`config.mk`:
```
export PLATFORM = sky130hd
export DESIGN_NAME = rx_desc_ring
export DESIGN_NICKNAME = d
export VERILOG_FILES = /design/src/rtl/rx_desc_ring_pkg.sv /design/src/rtl/rx_ring_step.sv /design/src/rtl/rx_stat_pack.sv /design/src/rtl/rx_desc_ring.sv
export SDC_FILE = /design/constraint.sdc
export NUM_CORES = 1
export LEC_CHECK = 0
export BUFFER_PORTS_ARGS = -buffer_cell sky130_fd_sc_hd__buf_2
export CAP_MARGIN = 20
export CORE_MARGIN = 4
export CORE_UTILIZATION = 50
export DETAILED_ROUTE_END_ITERATION = 6
export PLACE_DENSITY = 0.72
export SYNTH_ARGS = -nofsm -noshare
export SYNTH_HDL_FRONTEND = slang
export SYNTH_SLANG_ARGS = --single-unit
export TNS_END_PERCENT = 100
```
`constraint.sdc`:
```
create_clock -name clk -period 3.8 [get_ports clk]
set_clock_uncertainty 0.15 [all_clocks]
set_input_delay 0.76 -clock clk [delete_from_list [all_inputs] [get_ports clk]]
set_output_delay 0.76 -clock clk [all_outputs]
set_load 0.02 [all_outputs]
```
`src/rtl/rx_desc_ring_pkg.sv`:
```
package rx_desc_ring_pkg;
    localparam int LEN_W  = 16;
    localparam int DESC_B = 8;

    typedef enum logic [2:0] {
        ST_IDLE,
        ST_RD_STS,
        ST_RD_PTR,
        ST_DATA,
        ST_WR_BYTE,
        ST_WR_STS,
        ST_DROP
    } eng_st_t;
endpackage

```
`src/rtl/rx_ring_step.sv`:
```
module rx_ring_step #(
    parameter int AW = 32
) (
    input  logic [AW-1:0] cur,
    input  logic [AW-1:0] base,
    input  logic          wrap,
    output logic [AW-1:0] nxt
);
    localparam logic [AW-1:0] STEP = AW'(rx_desc_ring_pkg::DESC_B);

    always_comb begin
        nxt = wrap ? base : cur + STEP;
    end
endmodule

```
`src/rtl/rx_stat_pack.sv`:
```
module rx_stat_pack (
    input  logic        wrap,
    input  logic        ien,
    input  logic        first,
    input  logic        last,
    input  logic        cam_en,
    input  logic        cam_miss,
    input  logic        prom_miss,
    input  logic        bc,
    input  logic        mc,
    input  logic [5:0]  err,
    output logic [15:0] word
);
    always_comb begin
        word = {1'b0, 1'b0, wrap, ien, last, first,
                last & cam_en & cam_miss,
                last & prom_miss,
                last & bc,
                last & mc,
                last ? err : 6'd0};
    end
endmodule

```
`src/rtl/rx_desc_ring.sv`:
```
module rx_desc_ring
    import rx_desc_ring_pkg::*;
#(
    parameter int AW = 32
) (
    input  logic          clk,
    input  logic          rst_n,
    input  logic [AW-1:0] ring_base,
    input  logic [LEN_W-1:0] buf_size,
    input  logic          cam_en,
    input  logic          rx_valid,
    output logic          rx_ready,
    input  logic [7:0]    rx_data,
    input  logic          rx_sof,
    input  logic          rx_eof,
    input  logic [5:0]    rx_err,
    input  logic          rx_bc,
    input  logic          rx_mc,
    input  logic          rx_cam_miss,
    input  logic          rx_prom_miss,
    output logic          mem_req,
    output logic          mem_we,
    output logic [AW-1:0] mem_addr,
    output logic [3:0]    mem_be,
    output logic [31:0]   mem_wdata,
    input  logic          mem_ack,
    input  logic [31:0]   mem_rdata,
    output logic          ev_rxb,
    output logic          ev_rxf,
    output logic          ev_busy,
    output logic          ev_cfg
);
    localparam logic [AW-1:0] PTR_OFS = AW'(4);

    typedef struct packed {
        eng_st_t          st;
        logic [AW-1:0]    cur;
        logic [AW-1:0]    ptr;
        logic [AW-1:0]    wadr;
        logic [LEN_W-1:0] cnt;
        logic [LEN_W-1:0] tot;
        logic [LEN_W-1:0] len;
        logic [15:0]      sts;
        logic [7:0]       dbyte;
        logic             wrap;
        logic             ien;
        logic             first;
        logic             last;
        logic             done;
        logic             ev_rxb;
        logic             ev_rxf;
        logic             ev_busy;
        logic             ev_cfg;
    } eng_t;

    eng_t q, d;

    logic [AW-1:0] nxt_desc;
    logic [15:0]   sts_word;

    rx_ring_step #(.AW(AW)) step_i (
        .cur  (q.cur),
        .base (ring_base),
        .wrap (q.wrap),
        .nxt  (nxt_desc)
    );

    rx_stat_pack pack_i (
        .wrap      (q.wrap),
        .ien       (q.ien),
        .first     (q.first),
        .last      (rx_eof),
        .cam_en    (cam_en),
        .cam_miss  (rx_cam_miss),
        .prom_miss (rx_prom_miss),
        .bc        (rx_bc),
        .mc        (rx_mc),
        .err       (rx_err),
        .word      (sts_word)
    );

    always_comb begin
        d         = q;
        d.ev_rxb  = 1'b0;
        d.ev_rxf  = 1'b0;
        d.ev_busy = 1'b0;
        d.ev_cfg  = 1'b0;
        mem_req   = 1'b0;
        mem_we    = 1'b0;
        mem_addr  = '0;
        mem_be    = 4'h0;
        mem_wdata = '0;
        rx_ready  = 1'b0;
        case (q.st)
            ST_IDLE: begin
                rx_ready = rx_valid & ~rx_sof;
                if (rx_valid && rx_sof) begin
                    d.st    = ST_RD_STS;
                    d.first = 1'b1;
                    d.tot   = '0;
                end
            end
            ST_RD_STS: begin
                mem_req  = 1'b1;
                mem_addr = q.cur;
                if (mem_ack) begin
                    if (!mem_rdata[31]) begin
                        d.ev_busy = 1'b1;
                        d.st      = ST_DROP;
                    end else if (mem_rdata[29] && (q.cur == ring_base)) begin
                        d.ev_cfg = 1'b1;
                        d.st     = ST_DROP;
                    end else begin
                        d.wrap = mem_rdata[29];
                        d.ien  = mem_rdata[28];
                        d.st   = ST_RD_PTR;
                    end
                end
            end
            ST_RD_PTR: begin
                mem_req  = 1'b1;
                mem_addr = q.cur + PTR_OFS;
                if (mem_ack) begin
                    d.ptr = mem_rdata;
                    d.cnt = '0;
                    d.st  = ST_DATA;
                end
            end
            ST_DATA: begin
                rx_ready = 1'b1;
                if (rx_valid) begin
                    d.wadr  = q.ptr + AW'(q.cnt);
                    d.dbyte = rx_data;
                    d.cnt   = q.cnt + 1'b1;
                    d.tot   = q.tot + 1'b1;
                    d.last  = rx_eof;
                    d.done  = rx_eof || ((q.cnt + 1'b1) == buf_size);
                    d.len   = rx_eof ? q.tot + 1'b1 : buf_size;
                    d.sts   = sts_word;
                    d.st    = ST_WR_BYTE;
                end
            end
            ST_WR_BYTE: begin
                mem_req   = 1'b1;
                mem_we    = 1'b1;
                mem_addr  = {q.wadr[AW-1:2], 2'b00};
                mem_be    = 4'b1000 >> q.wadr[1:0];
                mem_wdata = {4{q.dbyte}};
                if (mem_ack) begin
                    d.st = q.done ? ST_WR_STS : ST_DATA;
                end
            end
            ST_WR_STS: begin
                mem_req   = 1'b1;
                mem_we    = 1'b1;
                mem_addr  = q.cur;
                mem_be    = 4'hF;
                mem_wdata = {q.sts, q.len};
                if (mem_ack) begin
                    d.ev_rxf = q.ien & q.last;
                    d.ev_rxb = q.ien & ~q.last;
                    d.cur    = nxt_desc;
                    d.first  = 1'b0;
                    d.st     = q.last ? ST_IDLE : ST_RD_STS;
                end
            end
            ST_DROP: begin
                rx_ready = 1'b1;
                if (rx_valid && rx_eof) begin
                    d.st = ST_IDLE;
                end
            end
            default: d.st = ST_IDLE;
        endcase
    end

    always_ff @(posedge clk) begin
        if (!rst_n) begin
            q     <= '0;
            q.st  <= ST_IDLE;
            q.cur <= ring_base;
        end else begin
            q <= d;
        end
    end

    assign ev_rxb  = q.ev_rxb;
    assign ev_rxf  = q.ev_rxf;
    assign ev_busy = q.ev_busy;
    assign ev_cfg  = q.ev_cfg;

    p_req_hold_r3: assert property (@(posedge clk) disable iff (!rst_n)
        (mem_req && !mem_ack) |=> (mem_req && $stable(mem_addr)));

    p_no_rx_during_mem_r3: assert property (@(posedge clk) disable iff (!rst_n)
        mem_req |-> !rx_ready);

    p_fill_bound_r4: assert property (@(posedge clk) disable iff (!rst_n)
        (q.st == ST_DATA && buf_size != '0) |-> (q.cnt < buf_size));

    p_wrap_base_r6: assert property (@(posedge clk) disable iff (!rst_n)
        (q.st == ST_WR_STS && mem_ack && q.wrap) |=> (q.cur == $past(ring_base)));

    p_event_excl_r7: assert property (@(posedge clk) disable iff (!rst_n)
        !(ev_rxf && ev_rxb));

    p_busy_stay_r9: assert property (@(posedge clk) disable iff (!rst_n)
        $rose(ev_busy) |-> ($stable(q.cur) && !mem_req));
endmodule

```
==> results of run 1 <==
==> cell usage in the layout, fill, tap and decap left out, types with 4 or more instances in the layout <==
cell type,instances
sky130_fd_sc_hd__a211oi_1,20
sky130_fd_sc_hd__a21o_1,19
sky130_fd_sc_hd__a21oi_1,119
sky130_fd_sc_hd__a22o_1,25
sky130_fd_sc_hd__a22oi_1,30
sky130_fd_sc_hd__a311oi_1,5
sky130_fd_sc_hd__and2_1,9
sky130_fd_sc_hd__and3_1,15
sky130_fd_sc_hd__and4_1,7
sky130_fd_sc_hd__buf_2,178
sky130_fd_sc_hd__buf_4,34
sky130_fd_sc_hd__clkbuf_16,19
sky130_fd_sc_hd__dfxtp_1,145
sky130_fd_sc_hd__edfxtp_1,32
sky130_fd_sc_hd__ha_1,18
sky130_fd_sc_hd__inv_1,9
sky130_fd_sc_hd__inv_6,6
sky130_fd_sc_hd__mux2i_1,11
sky130_fd_sc_hd__nand2_1,254
sky130_fd_sc_hd__nand3_1,53
sky130_fd_sc_hd__nand4_1,30
sky130_fd_sc_hd__nand4b_1,4
sky130_fd_sc_hd__nor2_1,117
sky130_fd_sc_hd__nor3_1,31
sky130_fd_sc_hd__nor3_2,4
sky130_fd_sc_hd__nor4_1,7
sky130_fd_sc_hd__o211ai_1,7
sky130_fd_sc_hd__o21a_1,4
sky130_fd_sc_hd__o21ai_0,93
sky130_fd_sc_hd__o21ai_1,11
sky130_fd_sc_hd__o22ai_1,6
sky130_fd_sc_hd__o31ai_1,4
sky130_fd_sc_hd__or3_1,13
sky130_fd_sc_hd__xnor2_1,86
sky130_fd_sc_hd__xor2_1,48
==> power by group <==
part           leakage, nW  internal [W]  switching (W)
combinational         3.04      0.000341       0.000644
clock                0.323       0.00116       0.000805
sequential            1.49       0.00198      0.0000929
total                 4.84       0.00348        0.00154
==> worst reg2reg max path, cell delays in order (launching register included) <==
cell                       delay [ns]
sky130_fd_sc_hd__dfxtp_1         0.39
sky130_fd_sc_hd__ha_1            0.28
sky130_fd_sc_hd__fa_1            0.44
sky130_fd_sc_hd__a211oi_1        0.26
sky130_fd_sc_hd__nor2_1          0.11
sky130_fd_sc_hd__o21ai_1         0.27
sky130_fd_sc_hd__o22ai_2         0.15
sky130_fd_sc_hd__a31oi_2         0.44
sky130_fd_sc_hd__mux2_2          0.39
sky130_fd_sc_hd__o211ai_1        0.08
==> metal layers <==
layer	track usage, %	share of wire [%]	vias up
met5	0	0	-
met2	39.94	44	515
met1	38.70	45	5050
met3	5.714	8.9	53
met4	8.253	2.2	0
li1	-	-	5257
==> worst max-delay path by stage <==
| stage | startpoint | end | slack, ns | cells past startpoint |
|---|---|---|---|---|
| 2_1_floorplan | q[149] | mem_addr[17] | 0.50 | 7 |
| 3_3_place_gp | q[149] | mem_addr[21] | 0.41 | 8 |
| 3_5_place_dp | q[149] | mem_addr[21] | 0.34 | 8 |
| 4_1_cts | q[148] | mem_addr[17] | 0.03 | 8 |
| 5_1_grt | q[148] | mem_addr[17] | -0.04 | 10 |
| 6_report | q[148] | mem_addr[26] | 0.11 | 8 |
==> sequential cells by signal (all words and copies together) (netlist names) <==
register  cells
ev_busy       1
ev_cfg        1
ev_rxb        1
ev_rxf        1
q           173
==> metrics by stage <==
step / util, % / total power [W] / worst slack [ns] / setup TNS, ns
after floorplan: - / 0.002704 / 0.5037 / 0
after global placement: 56.08 / 0.003044 / 0.4119 / 0
after detailed placement: 56.08 / 0.003054 / 0.3440 / 0
after CTS: 59.29 / 0.005006 / 0.02981 / 0
after global routing: 59.86 / 0.005209 / -0.03693 / -0.03749
final: 59.86 / 0.005025 / 0.1083 / 0
==> what timing repair did <==
action	in CTS	in global routing
buffers inserted	1	8
gates resized for setup	3	11
hold buffers	0	0
endpoints found under the setup margin	8	14
pin swaps	0	6
==> logic make-up after synthesis <==
logic type	Yosys count	share of synthesized area [%]
AOI/OAI and AO/OA	377	21.55
xor gates and xnor gates	134	10.78
adders and majority gates	21	2.481
buffers and inverters	122	4.503
DFF	177	35.47
muxes	14	1.321
and+or+nand+nor	571	23.89
==> area by class of cell <==
class / instances / area [sq um] / area share, %
Timing Repair Buffer: 213 / 1166 / 9.180
Antenna cell: 2 / 5.005 / 0.03940
Inverter: 11 / 42.54 / 0.3349
Sequential cell: 177 / 3864 / 30.42
Clock inverter: 11 / 156.4 / 1.231
Clock buffer: 21 / 503.0 / 3.960
Tap cell: 275 / 344.1 / 2.709
Multi-Input combinational cell: 1117 / 6621 / 52.13
==> impl_metrics.toml, run 1 <==
[outcome]
run_status = "finished, final reports clean"

[worst_setup_path]
cp_data_arrival_time_ns = 2.78
timing.critical_path.from_type = "flip-flop"
path_cells = "ha_2, nand3_4, or4b_4, or2_4, o21ai_1, nand2_1, a221o_1, buf_4"
r2r.worst_path.cells = 9
critical-path-slowest-cell = "sky130_fd_sc_hd__or4b_4"
criticalPathCategory = "reg -> out"
crit-reg2reg-launch = "q[65]"
timing.critical_path.slowest_cell_delay_ns = 0.61
crit_buf_inv = 1
worst_setup_ep_type = "primary output"
r2r-end = "q[111]"
crit_required_ns = 2.89
largest_delay_share_family_worst_path = "simple AND/OR/NAND/NOR gates"
maximum_net_fanout_on_the_critical_path = 6
r2r_slack_ns = 0.77

[finish]
final.fill_count = 1994
non_filler_instance_count_after_layout = 1827
final_design_area_no_fill_sq_mm = 0.01270
final_nets = 1663
drive_above_1_share_pct = 17.74
layout-area-overhead-vs-synth_pct = 16.62

[logic_synthesis]
syn-instance-count = 1416
synth_flop_cell = "sky130_fd_sc_hd__dfxtp_1"
synth_enable_flop_cells = 32
total_standard_cell_area_after_synthesis_sq_mm = 0.01089
yosysTopAreaCellShare_pct = 26.65
yosys_warnings = 0
postSynth.asyncResetShare_pct = 0
syn-num-nets = 1542
synthDominantAreaCellType = "sky130_fd_sc_hd__dfxtp_1"
synth-seq-cells = 177
yosysSeqAreaShare_pct = 35.47
synth_most_common_cell = "sky130_fd_sc_hd__nand2_1"
synthTopCellsByCount = "sky130_fd_sc_hd__nand2_1, sky130_fd_sc_hd__dfxtp_1, sky130_fd_sc_hd__nor2_1"
unique_cell_type_count_in_the_yosys_netlist = 73
synth_area_per_cell_sq_um = 7.692
synth_area_leaders = "sky130_fd_sc_hd__dfxtp_1, sky130_fd_sc_hd__edfxtp_1, sky130_fd_sc_hd__nand2_1"

[sta]
number_of_setup_violations_in_the_final_report = 0
period_minus_slack_ns = 3.692
tightestPinTransition_ns = 1.074
whs_ns = 0.3020
timing.max_slew.rel_slack_pct = 28.42
hold_violations = 0
timing.final.max_slew_violations = 0
timing.final.crit_share_pct = 97.15
clock.fmax_ghz = 0.2709

[hold_path]
worst_min_path_start = "q[15]"
hold_class = "reg -> reg"
hold_end = "q[15]"
worst_hold_path_depth = 2

[global_routing]
grt_use_total_pct = 26.69
grt_pass1_vias = 9715
grt_pass1_wl_um = 52190
gr-total-overflow = 0
grt_antenna_before_repair = 2
grt_max_degree = 107

[floorplanning]
i_o_pin_total = 180
initial_core_util_pct = 51.33
die_height_um = 155.6
die_area_sq_mm = 0.02421
die_width_um = 155.6
core_sq_mm = 0.02122
placement_rows = 53

[placement]
detail_placement_hpwl_um = 24180
place.detailed.instances = 1784
placement.cell_area_sq_mm = 0.01190
placement.io_buffers = 179
gp_congestion = 0.9761

[routing]
dr_total_vias = 10880
totalWireLength_um = 33680
detail_route.iter0.violations = 1071
remaining_antenna_violation_count_after_routing = 0
detail_route.drc_violations = 0
drtPass1Iterations = 7
route.detailed.vias_per_inst = 5.952
wl_per_cell_um = 18.43

[pwr]
power.density_cell_area_mw_per_mm2 = 395.6
vdd_ir_drop_max_uv = 335.9
power.static_leakage_nw = 4.844

[clock_network]
cts_made_buffers = 17
cts-root-buf = "sky130_fd_sc_hd__clkbuf_16"
clock_tree.buffer_depth = 2
h-tree-depth = 4
cts_num_sinks = 177
cts_tree = "done"
clk-insertion-delay-late_ns = 0.44
clkTransAtPathRegs_ns = 0.07

[run]
drv_cap = 0
Note: power is estimated with default switching activity, not from simulation.
==> inputs of run 2 (changes only) <==
- CTS_BUF_LIST: not set -> sky130_fd_sc_hd__clkbuf_8
- SETUP_SLACK_MARGIN: not set -> 0.4
- SLEW_MARGIN: not set -> 25
==> run 2 against run 1 <==
- worst setup slack improved by 0.11 ns
- clock-buffer cell count down 2
- total power shrank 6.0%
- critical endpoint is now mem_addr[20]
- largest cell class unchanged
==> impl_metrics.toml, run 2 (same netlist as run 1, synthesis figures left out) <==
[worst_setup_path]
crit_required_ns = 2.89
critical-path-slowest-cell = "sky130_fd_sc_hd__edfxtp_1"
maximum_net_fanout_on_the_critical_path = 6
timing.critical_path.slowest_cell_delay_ns = 0.57
criticalPathCategory = "reg -> out"
timing.critical_path.from_type = "flip-flop"
cp_data_arrival_time_ns = 2.67
worst_setup_ep_type = "primary output"
path_cells = "and4_1, nand3_1, or2_4, xnor2_2, a22oi_1, o21ai_1, buf_4"
r2r.worst_path.cells = 9

[sta]
period_minus_slack_ns = 3.578
hold_violations = 0
timing.max_slew.rel_slack_pct = 48.94
number_of_setup_violations_in_the_final_report = 0
rsz_0062_raised_after_global_routing = "yes"
timing.final.crit_share_pct = 94.17
setup-tns-final_ns = 0
clock.fmax_ghz = 0.2794
tightestPinTransition_ns = 0.7660
timing.final.max_slew_violations = 0

[pwr]
vdd_ir_drop_max_uv = 221.6
power_frac_seq_pct = 43.5
comb_power_share_pct = 23.1
net-switching-power_w = 0.001513
clock_power_share_pct = 33.4
intPower_w = 0.003209
p_sw_share_pct = 32.04
power.density_cell_area_mw_per_mm2 = 364.4
power.static_leakage_nw = 4.978

[finish]
layout-area-overhead-vs-synth_pct = 18.98
registers.top_by_ff_count = "q"
drive_above_1_share_pct = 20.58
largest_reg_flops = 173
layout_commonest_cell = "sky130_fd_sc_hd__nand2_1"
final_nets = 1697
mostFrequentLayoutCells = "sky130_fd_sc_hd__nand2_1, sky130_fd_sc_hd__buf_2, sky130_fd_sc_hd__dfxtp_1, sky130_fd_sc_hd__a21oi_1, sky130_fd_sc_hd__nor2_1"
final_design_area_no_fill_sq_mm = 0.01296

[global_routing]
grt_pass1_wl_um = 53010
grt_max_degree = 107
gr-total-overflow = 0
grt_use_total_pct = 26.99
grt_antenna_before_repair = 1
grt_pass1_vias = 9889

[routing]
remaining_antenna_violation_count_after_routing = 0
wl_per_cell_um = 18.41
detail_route.drc_violations = 0
totalWireLength_um = 34240
detail_route.iter0.violations = 1206
dr_total_vias = 11030
route.detailed.vias_per_inst = 5.928
drtPass1Iterations = 6

[outcome]
run_status = "finished, final reports clean"

[clock_network]
cts-root-buf = "sky130_fd_sc_hd__clkbuf_8"
cts_num_sinks = 177
clkTransAtPathRegs_ns = 0.11
clk-insertion-delay-late_ns = 0.48
cts_made_buffers = 17
clock_tree.buffer_depth = 2
cts_tree = "done"
cts.hold.buffers_added = 0
h-tree-depth = 4

[hold_path]
hold_class = "reg -> reg"
worst_hold_path_depth = 2

[floorplanning]
die_area_sq_mm = 0.02421
placement_rows = 53
core_sq_mm = 0.02122
die_width_um = 155.6
die_height_um = 155.6
i_o_pin_total = 180
initial_core_util_pct = 51.33

[placement]
placement.cell_area_sq_mm = 0.01190
detail_placement_hpwl_um = 24180
gp_congestion = 0.9761
placement.io_buffers = 179

[run]
drv_cap = 0
==> run 2: changes by cell type in the layout (fill, tap and decap cells not counted), moves of 3 or more <==
cell / change
sky130_fd_sc_hd__buf_4: +41
sky130_fd_sc_hd__clkbuf_16: -19
sky130_fd_sc_hd__clkbuf_8: +17
sky130_fd_sc_hd__buf_2: -15
sky130_fd_sc_hd__o21ai_0: -10
sky130_fd_sc_hd__buf_6: +8
sky130_fd_sc_hd__o21ai_1: +8
sky130_fd_sc_hd__nand3_1: -3
sky130_fd_sc_hd__o311ai_0: -3
==> run 2: worst paths after layout <==
kind / startpoint / end / slack, ns
setup / recovery: q[162] / mem_addr[20] / 0.22
hold / removal: q[15] / q[15] / 0.31
setup reg to reg: q[65] / q[111] / 0.78
hold reg to reg: q[15] / q[15] / 0.31
==> run 2: what timing repair did <==
item                                    CTS  global route
pin swaps                                13            14
hold endpoints to repair                  0             0
resized for setup                        45            28
endpoints found under the setup margin   23            24
setup buffers                            24            19
==> run 2: area by class of cell <==
class,instances,area (sq um)
antenna,1,2.502
clock inverter,13,216.5
sequential,177,3865
inverter,11,43.79
clock buffer,19,261.5
fill,1967,8262
multi-input combinational,1117,6736
timing repair buffer,247,1489
tap,275,344.1
==> run 2: power groups by stage <==
| stage | clock network [W] | registers, W | logic [W] |
|---|---|---|---|
| global placement | 0 | 0.00211 | 0.000937 |
| detailed placement | 0 | 0.00211 | 0.000943 |
| CTS | 0.00160 | 0.00205 | 0.00102 |
| floorplan | 0 | 0.00205 | 0.000659 |
| global route | 0.00167 | 0.00206 | 0.00116 |
| finish | 0.00158 | 0.00206 | 0.00109 |
==> run 2: critical path: cells and delay by family (launching register included) <==
kind / cells / cell delay [ns]
xor+xnor: 1 / 0.15
simple gates: 3 / 0.97
flops: 1 / 0.57
compound gates: 2 / 0.32
buf+inv: 1 / 0.18
==> run 2: through the flow <==
step / hold slack, ns / utilization [%] / std cells / total power (W) / worst slack, ns
detailed placement: 0.2921 / 56.08 / 1784 / 0.003054 / 0.3440
finish: 0.3053 / 61.07 / 1860 / 0.004722 / 0.2215
global route: 0.3198 / 61.07 / 1860 / 0.004891 / 0.1790
CTS: 0.3058 / 59.91 / 1840 / 0.004674 / 0.2104
global placement: 0.2890 / 56.08 / 1784 / 0.003044 / 0.4119
floorplan: 0.2729 / - / 1416 / 0.002704 / 0.5037
==> run 2: per-layer routing <==
layer | wire (um) | GRT usage (%)
met1 | 15210 | 38.61
met2 | 15100 | 41.07
met3 | 3085 | 5.381
met4 | 848 | 8.795
met5 | 0 | 0
==> inputs of run 3 (changes only) <==
- GPL_TIMING_DRIVEN: not set -> 0
==> run 3 against run 2 <==
- die area unchanged
- sequential share of layout area decreased by 0.31 points
- via count increased by 5.4%
- worst setup slack got worse by 0.13 ns
- clock-buffer cell count decreased by 2
- largest power group unchanged
==> impl_metrics.toml, run 3 (same netlist as run 1, synthesis figures left out) <==
[sta]
rsz_0062_raised_after_global_routing = "yes"
clock.fmax_ghz = 0.2695
whs_ns = 0.3077
period_minus_slack_ns = 3.711
timing.final.max_slew_violations = 0
timing.final.crit_share_pct = 97.65
hold_violations = 0
timing.final.ws_setup_ns = 0.08919
tightestPinTransition_ns = 0.9174
number_of_setup_violations_in_the_final_report = 0
timing.max_slew.rel_slack_pct = 38.84

[outcome]
run_status = "finished, final reports clean"

[floorplanning]
die_area_sq_mm = 0.02421
i_o_pin_total = 180
initial_core_util_pct = 51.33
die_width_um = 155.6
core_sq_mm = 0.02122
placement_rows = 53
die_height_um = 155.6

[pwr]
power.density_cell_area_mw_per_mm2 = 350.2
vdd_ir_drop_max_uv = 242.3
power.static_leakage_nw = 5.008

[finish]
registers.top_by_ff_count = "q"
layout-area-overhead-vs-synth_pct = 20.20
final_design_area_no_fill_sq_mm = 0.01309
layout_commonest_cell = "sky130_fd_sc_hd__nand2_1"
non_filler_instance_count_after_layout = 1931
largest_reg_flops = 173
n_diodes = 0
drive_above_1_share_pct = 19.38
mostFrequentLayoutCells = "sky130_fd_sc_hd__nand2_1, sky130_fd_sc_hd__buf_2, sky130_fd_sc_hd__dfxtp_1, sky130_fd_sc_hd__a21oi_1, sky130_fd_sc_hd__nor2_1"
final_nets = 1769

[worst_setup_path]
maximum_net_fanout_on_the_critical_path = 5
r2r.worst_path.cells = 9
r2r-end = "q[86]"
criticalPathCategory = "reg -> out"
r2r_slack_ns = 0.55
crit-reg2reg-launch = "q[179]"
worst_setup_ep_type = "primary output"
crit_required_ns = 2.89
timing.critical_path.from_type = "flip-flop"
cp_data_arrival_time_ns = 2.80

[clock_network]
cts-root-buf = "sky130_fd_sc_hd__clkbuf_8"
cts.hold.buffers_added = 0
cts_made_buffers = 17
clock_tree.buffer_depth = 2
clk-insertion-delay-late_ns = 0.50
cts_num_sinks = 177
clkTransAtPathRegs_ns = 0.10
h-tree-depth = 4
cts_tree = "done"

[hold_path]
worst_hold_path_depth = 2
worst_min_path_start = "q[20]"
hold_end = "q[20]"
hold_class = "reg -> reg"

[placement]
detail_placement_hpwl_um = 28980
place.detailed.instances = 1869
placement.setup.worst_slack_ns = 0.1538
placement.cell_area_sq_mm = 0.01213
gp_congestion = 0.9783
placement.io_buffers = 178

[global_routing]
grt_pass1_wl_um = 58350
grt_antenna_before_repair = 0
grt_use_total_pct = 30.55
grt_pass1_vias = 10430
gr-total-overflow = 0
grt_max_degree = 32

[routing]
drtPass1Iterations = 7
dr_total_vias = 11620
detail_route.iter0.violations = 1390
wl_per_cell_um = 19.90
remaining_antenna_violation_count_after_routing = 0
totalWireLength_um = 38430
detail_route.drc_violations = 0
route.detailed.vias_per_inst = 6.017

[run]
drv_cap = 0
[run 3: cell types whose count changed in the layout (fill, tap and decap cells not counted), moves of 3 or more]
cell	previous run	this run
sky130_fd_sc_hd__clkbuf_1	0	73
sky130_fd_sc_hd__buf_4	75	44
sky130_fd_sc_hd__clkbuf_2	0	13
sky130_fd_sc_hd__buf_2	163	172
sky130_fd_sc_hd__buf_1	0	5
sky130_fd_sc_hd__bufinv_16	5	2
sky130_fd_sc_hd__clkbuf_4	0	3
sky130_fd_sc_hd__o21ai_1	19	16
sky130_fd_sc_hd__o21ai_2	2	5
[run 3: worst max-delay path by stage]
stage / startpoint / endpoint / slack, ns
final: q[147] / mem_addr[20] / 0.09
after global routing: q[148] / mem_addr[31] / -0.007
after CTS: q[148] / mem_addr[17] / 0.13
after detailed placement: q[149] / mem_addr[17] / 0.15
after global placement: q[177] / mem_addr[15] / -0.003
after floorplan: q[149] / mem_addr[17] / 0.50
[run 3: metal layers]
metal / routed length, um / up-vias / global-route usage [%] / share of wire (%)
li1: - / 5466 / - / -
met1: 16060 / 5391 / 42.31 / 42
met2: 17330 / 655 / 48.19 / 45
met3: 3793 / 107 / 5.936 / 9.9
met4: 1253 / 0 / 10.13 / 3.3
met5: 0 / - / 0 / 0
[run 3: critical path, stage by stage, from the launching register on]
cell and delay, ns:
sky130_fd_sc_hd__edfxtp_1 0.44, sky130_fd_sc_hd__ha_4 0.18, sky130_fd_sc_hd__nand3_4 0.07, sky130_fd_sc_hd__or4b_4 0.54
sky130_fd_sc_hd__buf_6 0.15, sky130_fd_sc_hd__or2_4 0.27, sky130_fd_sc_hd__xnor2_2 0.16, sky130_fd_sc_hd__a22oi_1 0.10
sky130_fd_sc_hd__o21ai_1 0.23, sky130_fd_sc_hd__buf_4 0.18
[run 3: cell type report]
type                            instances  area [sq um]
Buffer                                111         489.2
Clock buffer                           17         234.0
Clock inverter                         15         167.7
Fill cell                            1930          8129
Inverter                               11         45.04
Multi-Input combinational cell       1117          6764
Sequential cell                       177          3864
Tap cell                              275         344.1
Timing Repair Buffer                  208          1184
[run 3: report_power, final]
group / switching [W] / internal (W) / total [W]
clock network: 0.000787 / 0.000605 / 0.00139
logic: 0.000773 / 0.000402 / 0.00118
registers: 0.0000404 / 0.00198 / 0.00202
[run 3: what timing repair did]
item,in CTS,in global routing
buffers inserted,21,9
pin swaps,18,12
gates resized for setup,74,33
setup endpoints to repair,60,61
[run 3: stage by stage]
stage / power [W] / setup TNS [ns] / util [%]
final: 0.004584 / 0 / 61.69
after global routing: 0.004749 / -0.006892 / 61.69
after CTS: 0.004514 / 0 / 60.82
after detailed placement: 0.003094 / 0 / 57.18
after global placement: 0.003083 / -0.003011 / 57.15
after floorplan: 0.002704 / 0 / -
